## src/rtl/pwr_seq_pkg.sv

```systemverilog
package pwr_seq_pkg;
  typedef enum logic [2:0] {
    ST_SLEEP   = 3'd0,
    ST_RAMP_UP = 3'd1,
    ST_MONITOR = 3'd2,
    ST_ALERT   = 3'd3,
    ST_RAMP_DN = 3'd4
  } pwr_state_t;

  localparam logic [1:0] MODE_SLEEP   = 2'd0;
  localparam logic [1:0] MODE_MONITOR = 2'd1;
  localparam logic [1:0] MODE_ALERT   = 2'd2;
  localparam logic [1:0] MODE_TRANS   = 2'd3;

  typedef struct packed {
    logic dsp;
    logic nn;
    logic bulk;
    logic cmd;
  } dom_en_t;
endpackage

```

## src/rtl/pwr_rst_sync.sv

```systemverilog
module pwr_rst_sync #(
  parameter int STAGES = 2
) (
  input  logic clk,
  input  logic rst_n_in,
  output logic rst_n_out
);
  logic [STAGES-1:0] chain_q;

  always_ff @(posedge clk or negedge rst_n_in) begin
    if (!rst_n_in) chain_q <= '0;
    else           chain_q <= {chain_q[STAGES-2:0], 1'b1};
  end

  assign rst_n_out = chain_q[STAGES-1];
endmodule

```

## src/rtl/pwr_mode_fsm.sv

```systemverilog
module pwr_mode_fsm
  import pwr_seq_pkg::*;
#(
  parameter int TIMEOUT_W = 16
) (
  input  logic                 clk,
  input  logic                 rst_n,
  input  logic                 wake_req,
  input  logic                 detect,
  input  logic                 host_done,
  input  logic                 sleep_cmd,
  input  logic [TIMEOUT_W-1:0] alert_limit,
  output pwr_state_t           state_o
);
  localparam int CW = TIMEOUT_W + 1;

  pwr_state_t           state_q, state_d;
  logic [TIMEOUT_W-1:0] tmr_q, tmr_d;
  logic                 tmr_en;
  logic                 expired;

  assign expired = ({1'b0, tmr_q} + CW'(1)) >= {1'b0, alert_limit};

  always_comb begin
    state_d = state_q;
    unique case (state_q)
      ST_SLEEP:   if (wake_req) state_d = ST_RAMP_UP;
      ST_RAMP_UP: state_d = ST_MONITOR;
      ST_MONITOR: begin
        if (detect)         state_d = ST_ALERT;
        else if (sleep_cmd) state_d = ST_RAMP_DN;
      end
      ST_ALERT:   if (host_done || expired) state_d = ST_MONITOR;
      ST_RAMP_DN: state_d = ST_SLEEP;
      default:    state_d = ST_SLEEP;
    endcase
  end

  always_comb begin
    tmr_en = 1'b0;
    tmr_d  = tmr_q;
    if (state_q != ST_ALERT) begin
      tmr_en = (tmr_q != '0);
      tmr_d  = '0;
    end else if (!expired) begin
      tmr_en = 1'b1;
      tmr_d  = tmr_q + TIMEOUT_W'(1);
    end
  end

  always_ff @(posedge clk or negedge rst_n) begin
    if (!rst_n) state_q <= ST_SLEEP;
    else        state_q <= state_d;
  end

  always_ff @(posedge clk or negedge rst_n) begin
    if (!rst_n)      tmr_q <= '0;
    else if (tmr_en) tmr_q <= tmr_d;
  end

  assign state_o = state_q;
endmodule

```

## src/rtl/pwr_quiet_track.sv

```systemverilog
module pwr_quiet_track #(
  parameter int NOISE_W   = 8,
  parameter int QUIET_RUN = 256
) (
  input  logic               clk,
  input  logic               rst_n,
  input  logic               track_en,
  input  logic               noise_vld,
  input  logic [NOISE_W-1:0] noise_lvl,
  input  logic [NOISE_W-1:0] quiet_thr,
  output logic               slow_o
);
  localparam int QW = (QUIET_RUN > 2) ? $clog2(QUIET_RUN) : 1;
  localparam logic [QW-1:0] LAST = QW'(QUIET_RUN - 1);

  logic [QW-1:0] run_q, run_d;
  logic          slow_q, slow_d;
  logic          upd_en;
  logic          is_quiet;

  assign is_quiet = noise_lvl < quiet_thr;

  always_comb begin
    upd_en = 1'b0;
    run_d  = run_q;
    slow_d = slow_q;
    if (!track_en) begin
      upd_en = 1'b1;
      run_d  = '0;
      slow_d = 1'b0;
    end else if (noise_vld) begin
      upd_en = 1'b1;
      if (!is_quiet) begin
        run_d  = '0;
        slow_d = 1'b0;
      end else if (run_q == LAST) begin
        slow_d = 1'b1;
      end else begin
        run_d = run_q + QW'(1);
      end
    end
  end

  always_ff @(posedge clk or negedge rst_n) begin
    if (!rst_n) begin
      run_q  <= '0;
      slow_q <= 1'b0;
    end else if (upd_en) begin
      run_q  <= run_d;
      slow_q <= slow_d;
    end
  end

  assign slow_o = slow_q;
endmodule

```

## src/rtl/pwr_domain_decode.sv

```systemverilog
module pwr_domain_decode
  import pwr_seq_pkg::*;
#(
  parameter int SLOW_DIV_LOG2 = 2
) (
  input  pwr_state_t state,
  input  logic       slow,
  output dom_en_t    en,
  output logic [1:0] div_code,
  output logic [1:0] mode
);
  always_comb begin
    en   = '0;
    mode = MODE_SLEEP;
    unique case (state)
      ST_SLEEP:   mode = MODE_SLEEP;
      ST_RAMP_UP: begin en.dsp = 1'b1; mode = MODE_TRANS; end
      ST_MONITOR: begin en.dsp = 1'b1; en.nn = 1'b1; mode = MODE_MONITOR; end
      ST_ALERT: begin
        en   = '1;
        mode = MODE_ALERT;
      end
      ST_RAMP_DN: begin en.dsp = 1'b1; mode = MODE_TRANS; end
      default:    mode = MODE_SLEEP;
    endcase
  end

  assign div_code = (state == ST_MONITOR && slow) ? 2'(SLOW_DIV_LOG2) : 2'd0;
endmodule

```

## src/rtl/edge_power_sequencer.sv

```systemverilog
module edge_power_sequencer
  import pwr_seq_pkg::*;
#(
  parameter int TIMEOUT_W     = 16,
  parameter int NOISE_W       = 8,
  parameter int QUIET_RUN     = 256,
  parameter int SLOW_DIV_LOG2 = 2
) (
  input  logic                 clk,
  input  logic                 rst_n,
  input  logic                 wake_req,
  input  logic                 detect,
  input  logic                 host_done,
  input  logic                 sleep_cmd,
  input  logic [TIMEOUT_W-1:0] alert_limit,
  input  logic                 noise_vld,
  input  logic [NOISE_W-1:0]   noise_lvl,
  input  logic [NOISE_W-1:0]   quiet_thr,
  output logic                 dsp_en,
  output logic                 nn_en,
  output logic                 bulk_link_en,
  output logic                 cmd_link_en,
  output logic [1:0]           div_code,
  output logic [1:0]           mode
);
  logic       rst_n_s;
  pwr_state_t state;
  logic       slow;
  dom_en_t    en;

  pwr_rst_sync #(.STAGES(2)) u_rst (
    .clk(clk), .rst_n_in(rst_n), .rst_n_out(rst_n_s)
  );

  pwr_mode_fsm #(.TIMEOUT_W(TIMEOUT_W)) u_fsm (
    .clk(clk), .rst_n(rst_n_s), .wake_req(wake_req), .detect(detect),
    .host_done(host_done), .sleep_cmd(sleep_cmd), .alert_limit(alert_limit),
    .state_o(state)
  );

  pwr_quiet_track #(.NOISE_W(NOISE_W), .QUIET_RUN(QUIET_RUN)) u_quiet (
    .clk(clk), .rst_n(rst_n_s), .track_en(state == ST_MONITOR),
    .noise_vld(noise_vld), .noise_lvl(noise_lvl), .quiet_thr(quiet_thr),
    .slow_o(slow)
  );

  pwr_domain_decode #(.SLOW_DIV_LOG2(SLOW_DIV_LOG2)) u_dec (
    .state(state), .slow(slow), .en(en), .div_code(div_code), .mode(mode)
  );

  assign dsp_en       = en.dsp;
  assign nn_en        = en.nn;
  assign bulk_link_en = en.bulk;
  assign cmd_link_en  = en.cmd;
endmodule

```

## config.mk

```make
export PLATFORM = sky130hd
export DESIGN_NAME = edge_power_sequencer
export DESIGN_NICKNAME = d
export VERILOG_FILES = /design/src/rtl/pwr_seq_pkg.sv /design/src/rtl/pwr_rst_sync.sv /design/src/rtl/pwr_mode_fsm.sv /design/src/rtl/pwr_quiet_track.sv /design/src/rtl/pwr_domain_decode.sv /design/src/rtl/edge_power_sequencer.sv
export SDC_FILE = /design/constraint.sdc
export NUM_CORES = 1
export LEC_CHECK = 0
export ABC_AREA = 1
export CORE_MARGIN = 5
export CORE_UTILIZATION = 30
export DETAILED_ROUTE_END_ITERATION = 12
export PLACE_DENSITY = 0.6
export SYNTH_ARGS = -nofsm -noshare
export SYNTH_HDL_FRONTEND = slang
export SYNTH_SLANG_ARGS = --single-unit
```

## constraint.sdc

```tcl
create_clock -name clk -period 1.8 [get_ports clk]
set_clock_uncertainty 0.1 [all_clocks]
set_input_delay 0.54 -clock clk [delete_from_list [all_inputs] [get_ports clk]]
set_output_delay 0.54 -clock clk [all_outputs]
set_load 0.005 [all_outputs]
```

Word level (Yosys, flattened, before mapping). Index checks and enable logic that the tools add are counted.

Flip-flop bits (word level): 30. Output and inout port bits: 8. Word-level logic and storage cells: 58.

$add $sub $neg: 3. Order comparisons: 2. Equality and inequality tests: 13. Muxes and demuxes: 24. Reductions and logical operators: 11.

Operator list (number): 2-to-1 mux 16 bit (2); 2-to-1 mux 8 bit (4); adder 16 x 1 -> 17 bit, second input constant (1); greater-or-equal comparator 17 x 16 -> 1 bit (1); adder 16 x 1 -> 16 bit, second input constant (1); nonzero test 16 bit (1); 2-to-1 mux 3 bit (4); one-hot mux 3 bit (4 select lines) (1); 2-to-1 mux 1 bit (10); inequality test 3 bit, second input constant (3); AND reduction 3 bit (3); adder 8 x 1 -> 8 bit, second input constant (1); == test 8 bit, second input constant (1); less-than comparator 8 bit (1); inequality test 2 bit, second input constant (4); == test 3 x 2 -> 1 bit, second input constant (2); one-hot mux 2 bit (3 select lines) (1); 2-to-1 mux 2 bit (2); OR reduction 2 bit (2); OR reduction 4 bit (1); == test 3 x 1 -> 1 bit, second input constant (1); == test 3 bit, second input constant (1); zero test 3 bit (1); inequality test 3 x 2 -> 1 bit, second input constant (1); 3 further kinds (3).

Depth between registers and ports, before layout.
Word-level depth: 5. Mapped depth: 22.

Cells and area by module. From an unflattened synthesis, not the netlist that was laid out.

Cells, all modules: 379. Area total of the unflattened synthesis: 2676.3 sq um.

Modules (own cells, without submodules): pwr_mode_fsm (times used 1, cells each 239, area an instance 1689.1 sq um, seq. area each 475.5 sq um); pwr_quiet_track (times used 1, cells each 115, area an instance 830.8 sq um, seq. area each 225.2 sq um); pwr_domain_decode (times used 1, cells each 19, area an instance 88.8 sq um, seq. area each 0.0 sq um); pwr_rst_sync (times used 1, cells each 3, area an instance 53.8 sq um, seq. area each 50.0 sq um); edge_power_sequencer (times used 1, cells each 3, area an instance 13.8 sq um, seq. area each 0.0 sq um).

Worst setup path after synthesis. OpenSTA, ideal clock, no wires.

Kind: flip-flop to flip-flop. Start: register u_fsm.tmr_q[0]. End: register u_fsm.tmr_q[5]. Arrival time: 2.461 ns. Required time: 1.582 ns. Path slack: -0.879 ns. Cell stages (with the launch flop): 23. Buffers on the path: 1. Period minus slack after synthesis: 2.679 ns. Cells stage by stage: dfrtp_1 -> ha_1 -> nand2_1 -> nor2_2 -> nand3_2 -> nor2_2 -> nand2_2 -> xnor2_1 -> ha_1 -> nand2_1 -> nor2_1 -> nand3b_1 -> nand3_1 -> nand2_1 -> nand2_1 -> nand2_1 -> nand2_1 -> nand2_1 -> nand2_4 -> inv_4 -> buf_6 -> nand2_1 -> nand2_1.

Longest elaborated chain between the ends: 5.

RTL lines: start, declared (line pwr_mode_fsm.sv:18) `logic [TIMEOUT_W-1:0] tmr_q, tmr_d;`; start signal, assigned (line pwr_mode_fsm.sv:58) `else if (tmr_en) tmr_q <= tmr_d;`; adder 16 x 1 -> 17 bit (line pwr_mode_fsm.sv:22) `assign expired = ({1'b0, tmr_q} + CW'(1)) >= {1'b0, alert_limit};`; greater-or-equal comparator 17 x 16 -> 1 bit (line pwr_mode_fsm.sv:22); 2-to-1 mux 1 bit (line pwr_mode_fsm.sv:45) `end else if (!expired) begin`; 2-to-1 mux 1 bit (line pwr_mode_fsm.sv:42) `if (state_q != ST_ALERT) begin`; AND reduction 2 bit (no source line).

Parallel ways exist; a longest one is shown, timed or not. The select of a mux whose other input is x is not followed. A chain may end at the register's enable or synchronous reset.

Worst setup path in the final report.
Start: register u_fsm.tmr_q[0]. End: register u_fsm.tmr_q[12].

The elaborated chain is that of the path after synthesis.

==> results_dict.tcl <==
set metrics [dict create \
    netlist_area_um2 2416 \
    synth_common_cells "nand2_1, inv_1, nand3_1" \
    p_leak_nw 2.176 \
    syn_avg_cell_area_um2 7.169 \
    worst_path_dominant_cell_family "simple AND/OR/NAND/NOR gates" \
    synthFlopType "dfrtp_1" \
    synthCells 337 \
    cts_tree "done" \
    placed_cells 540 \
    vias 2563 \
    slew_violations 0 \
    criticalPathCategory "reg -> reg" \
    grt_start_max_net_pins 29 \
    vias_per_cell 4.419 \
    p_per_area_nw_per_um2 976.9 \
    ant_nets 0 \
    dieWidth_um 99.74 \
    synth_cell_types 35 \
    clockRootBuffer "clkbuf_8" \
    overflow 0 \
    num_antenna_cells 0 \
    firstDrtPassIters 4 \
    antenna_found_initial 0 \
    synthTopCellsByArea "dfrtp_1, nand2_1, ha_1, inv_1, nand3_1" \
    rsz0062_at_grt "true" \
    fmax_mhz 357.5 \
    ios 47 \
    slowest_delay_ns 0.41 \
    nNetsFinal 542 \
    failed_checks "negative setup slack" \
    grt_pass1_vias 2670 \
    drt-initial-drc-count 62 \
    clkTransAtPathRegs_ns 0.07 \
    core_um2 7767 \
    start_util_pct 31.11 \
    place_congestion 0.9008 \
    port_buffers 45 \
    drcViolationCount 0 \
    crit_start "u_fsm.tmr_q[0]$_DFFE_PN0P_" \
    async_flop_share_pct 100.0 \
    htree_levels 2 \
    track_usage_pct 14.56 \
    setup_tns_ns -21.39 \
    worstPathCellList "ha_2, nand2_2, nor2_4, nand3_2, nor2_2, nand2_2, xnor2_2, ha_1, a21o_1, nor2_2, nand3_1, nand2_1, nand2_1, nand2_1, nand2_1, nand2_2, nand2_4, buf_12, nand3_2, nand2_2" \
    yosysMostFrequentCell "nand2_1" \
    hold_violations 0 \
    grt_pass1_wl_um 11860 \
    yosysWarnings 0 \
    die_area_um2 9948 \
    synth_seq_area_share_pct 31.07 \
    ir_drop_mv 0.6101 \
    areaGrowthSynthToFinish_pct 71.00 \
    setup_viol 35 \
    r2r_start "u_fsm.tmr_q[0]$_DFFE_PN0P_" \
    syn_nets 402 \
    start_kind "flop" \
    rows 32 \
    wl_um 6943 \
    fin_util_pct 53.19 \
    setup_slack_ns -0.9968 \
    crit_slowest_cell "dfrtp_1" \
    cts_sinks 30 \
    crit_arrival_ns 2.87 \
    synth_edf_count 0 \
    outcome "finished, violations left" \
    maxCapViolations 0 \
    insertion_delay_ns 0.28 \
    path_buf_inv 1 \
    hold_path_class "reg -> async" \
    tritoncts.num_buffers 5 \
    min_period_over_period_pct 155.4 \
    ys_ff_latch 30 \
    die_y_um 99.74 \
    drive_above_1_share_pct 40.79 \
    dp_hpwl_um 5006 \
    p_total_mw 4.036 \
    period_needed_ns 2.797 \
    synth_top_area_share_pct 31.07 \
    routedWlPerCell_um 11.97 \
    finalNonFillerCells 580 \
    critPathMaxFanout 8 \
    worstSetupEndpointType "flop" \
    clk_path_buf_depth 2 \
    yosys.area.top_type "dfrtp_1" \
    required_ns 1.88 \
]
-- state kept, by name, summed over array words and instances, names as in the netlist --
| signal | count |
|---|---|
| u_fsm.tmr_q | 16 |
| u_quiet.run_q | 8 |
| u_fsm.state_o | 3 |
| u_rst.chain_q | 2 |
| u_quiet.slow_o | 1 |
-- worst reg2reg max path: cells and delay by family (launching register included) --
family / cells / cell delay (ns)
flops: 1 / 0.41
compound gates: 1 / 0.17
xor+xnor: 1 / 0.16
fa+ha+maj: 2 / 0.51
simple gates: 15 / 1.16
buf+inv: 1 / 0.17
-- power by group --
group	total [mW]	internal, mW	switching (mW)	leakage (nW)
Combinational	2.64	1.43	1.22	1.72
Sequential	0.814	0.745	0.0691	0.407
Clock	0.580	0.308	0.272	0.0482
Total	4.04	2.48	1.56	2.18
-- stage by stage --
stage	hold slack, ns	setup slack (ns)	cell area (µm²)
6_report	0.1546	-0.9968	4131
5_1_grt	0.2304	-1.191	4131
4_1_cts	0.1685	-0.9963	3978
3_5_place_dp	0.1662	-1.081	3518
3_3_place_gp	0.1603	-1.070	3518
2_1_floorplan	0.1444	-0.8527	2495
-- area by class of cell --
cell class              count  area, µm²
inverters                  59      231.5
repair buffers            139       1220
well taps                 102      127.6
multi-input cells         242       1709
fillers                   757       3636
clock inverters             1      5.005
flip-flops and latches     30      752.0
clock buffers               7      86.33
-- cell families (layout without fill, tap and decap cells) --
family	after synthesis	in the layout	share of synthesized area, %
compound gates	19	19	4.557
xor+xnor	19	19	6.888
fa+ha+maj	26	26	13.46
buf+inv	65	206	11.13
flops	30	30	31.07
other cells	2	2	0.3108
simple gates	176	176	32.57
-- timing repair --
item                                    4_1_cts  5_1_grt
gates resized for setup                      97       29
endpoints found under the setup margin       35       35
hold buffers                                  0        0
pin swaps                                    27        9
buffers inserted                             26        7
-- per-layer routing --
layer | GRT usage, % | up-vias | share of wire, %
met4 | 4.202 | 0 | 0.68
met3 | 2.384 | 5 | 2.5
met2 | 25.40 | 29 | 50
met5 | 0 | - | 0
li1 | - | 1345 | -
met1 | 18.39 | 1184 | 46
-- layout by cell type (no fill, tap or decap), types with 4 or more instances in the layout --
| cell | n |
|---|---|
| clkbuf_8 | 6 |
| xnor2_1 | 4 |
| dlygate4sd2_1 | 14 |
| nand3_1 | 14 |
| buf_4 | 76 |
| ha_1 | 20 |
| nand2_1 | 78 |
| nor3_1 | 4 |
| clkdlybuf4s50_1 | 24 |
| dfrtp_1 | 29 |
| nor2_2 | 8 |
| nand4_1 | 7 |
| inv_1 | 42 |
| a21oi_2 | 5 |
| nand2_2 | 15 |
| nand3_2 | 18 |
| buf_6 | 17 |
| nor2_1 | 13 |
| xor2_1 | 13 |
| nor2_4 | 8 |
| buf_2 | 4 |
| inv_2 | 13 |
| ha_4 | 4 |
-- final timing paths --
| kind | endpoint | depth (start not counted) | slack (ns) |
|---|---|---|---|
| max in group asynchronous | u_fsm.state_o[2]$_DFFE_PN0P_ | 1 | 1.16 |
| worst min register to register | u_fsm.state_o[0]$_DFFE_PN0P_ | 1 | 0.15 |
| worst max register to register | u_fsm.tmr_q[12]$_DFFE_PN0P_ | 20 | -1.0 |
| worst max-delay path | u_fsm.tmr_q[12]$_DFFE_PN0P_ | 20 | -1.0 |
| worst min-delay path | u_fsm.state_o[0]$_DFFE_PN0P_ | 1 | 0.15 |
| min in group clk | u_rst.chain_q[1]$_DFF_PN0_ | 0 | 0.25 |
No activity file was read; power rests on OpenSTA's default activity.
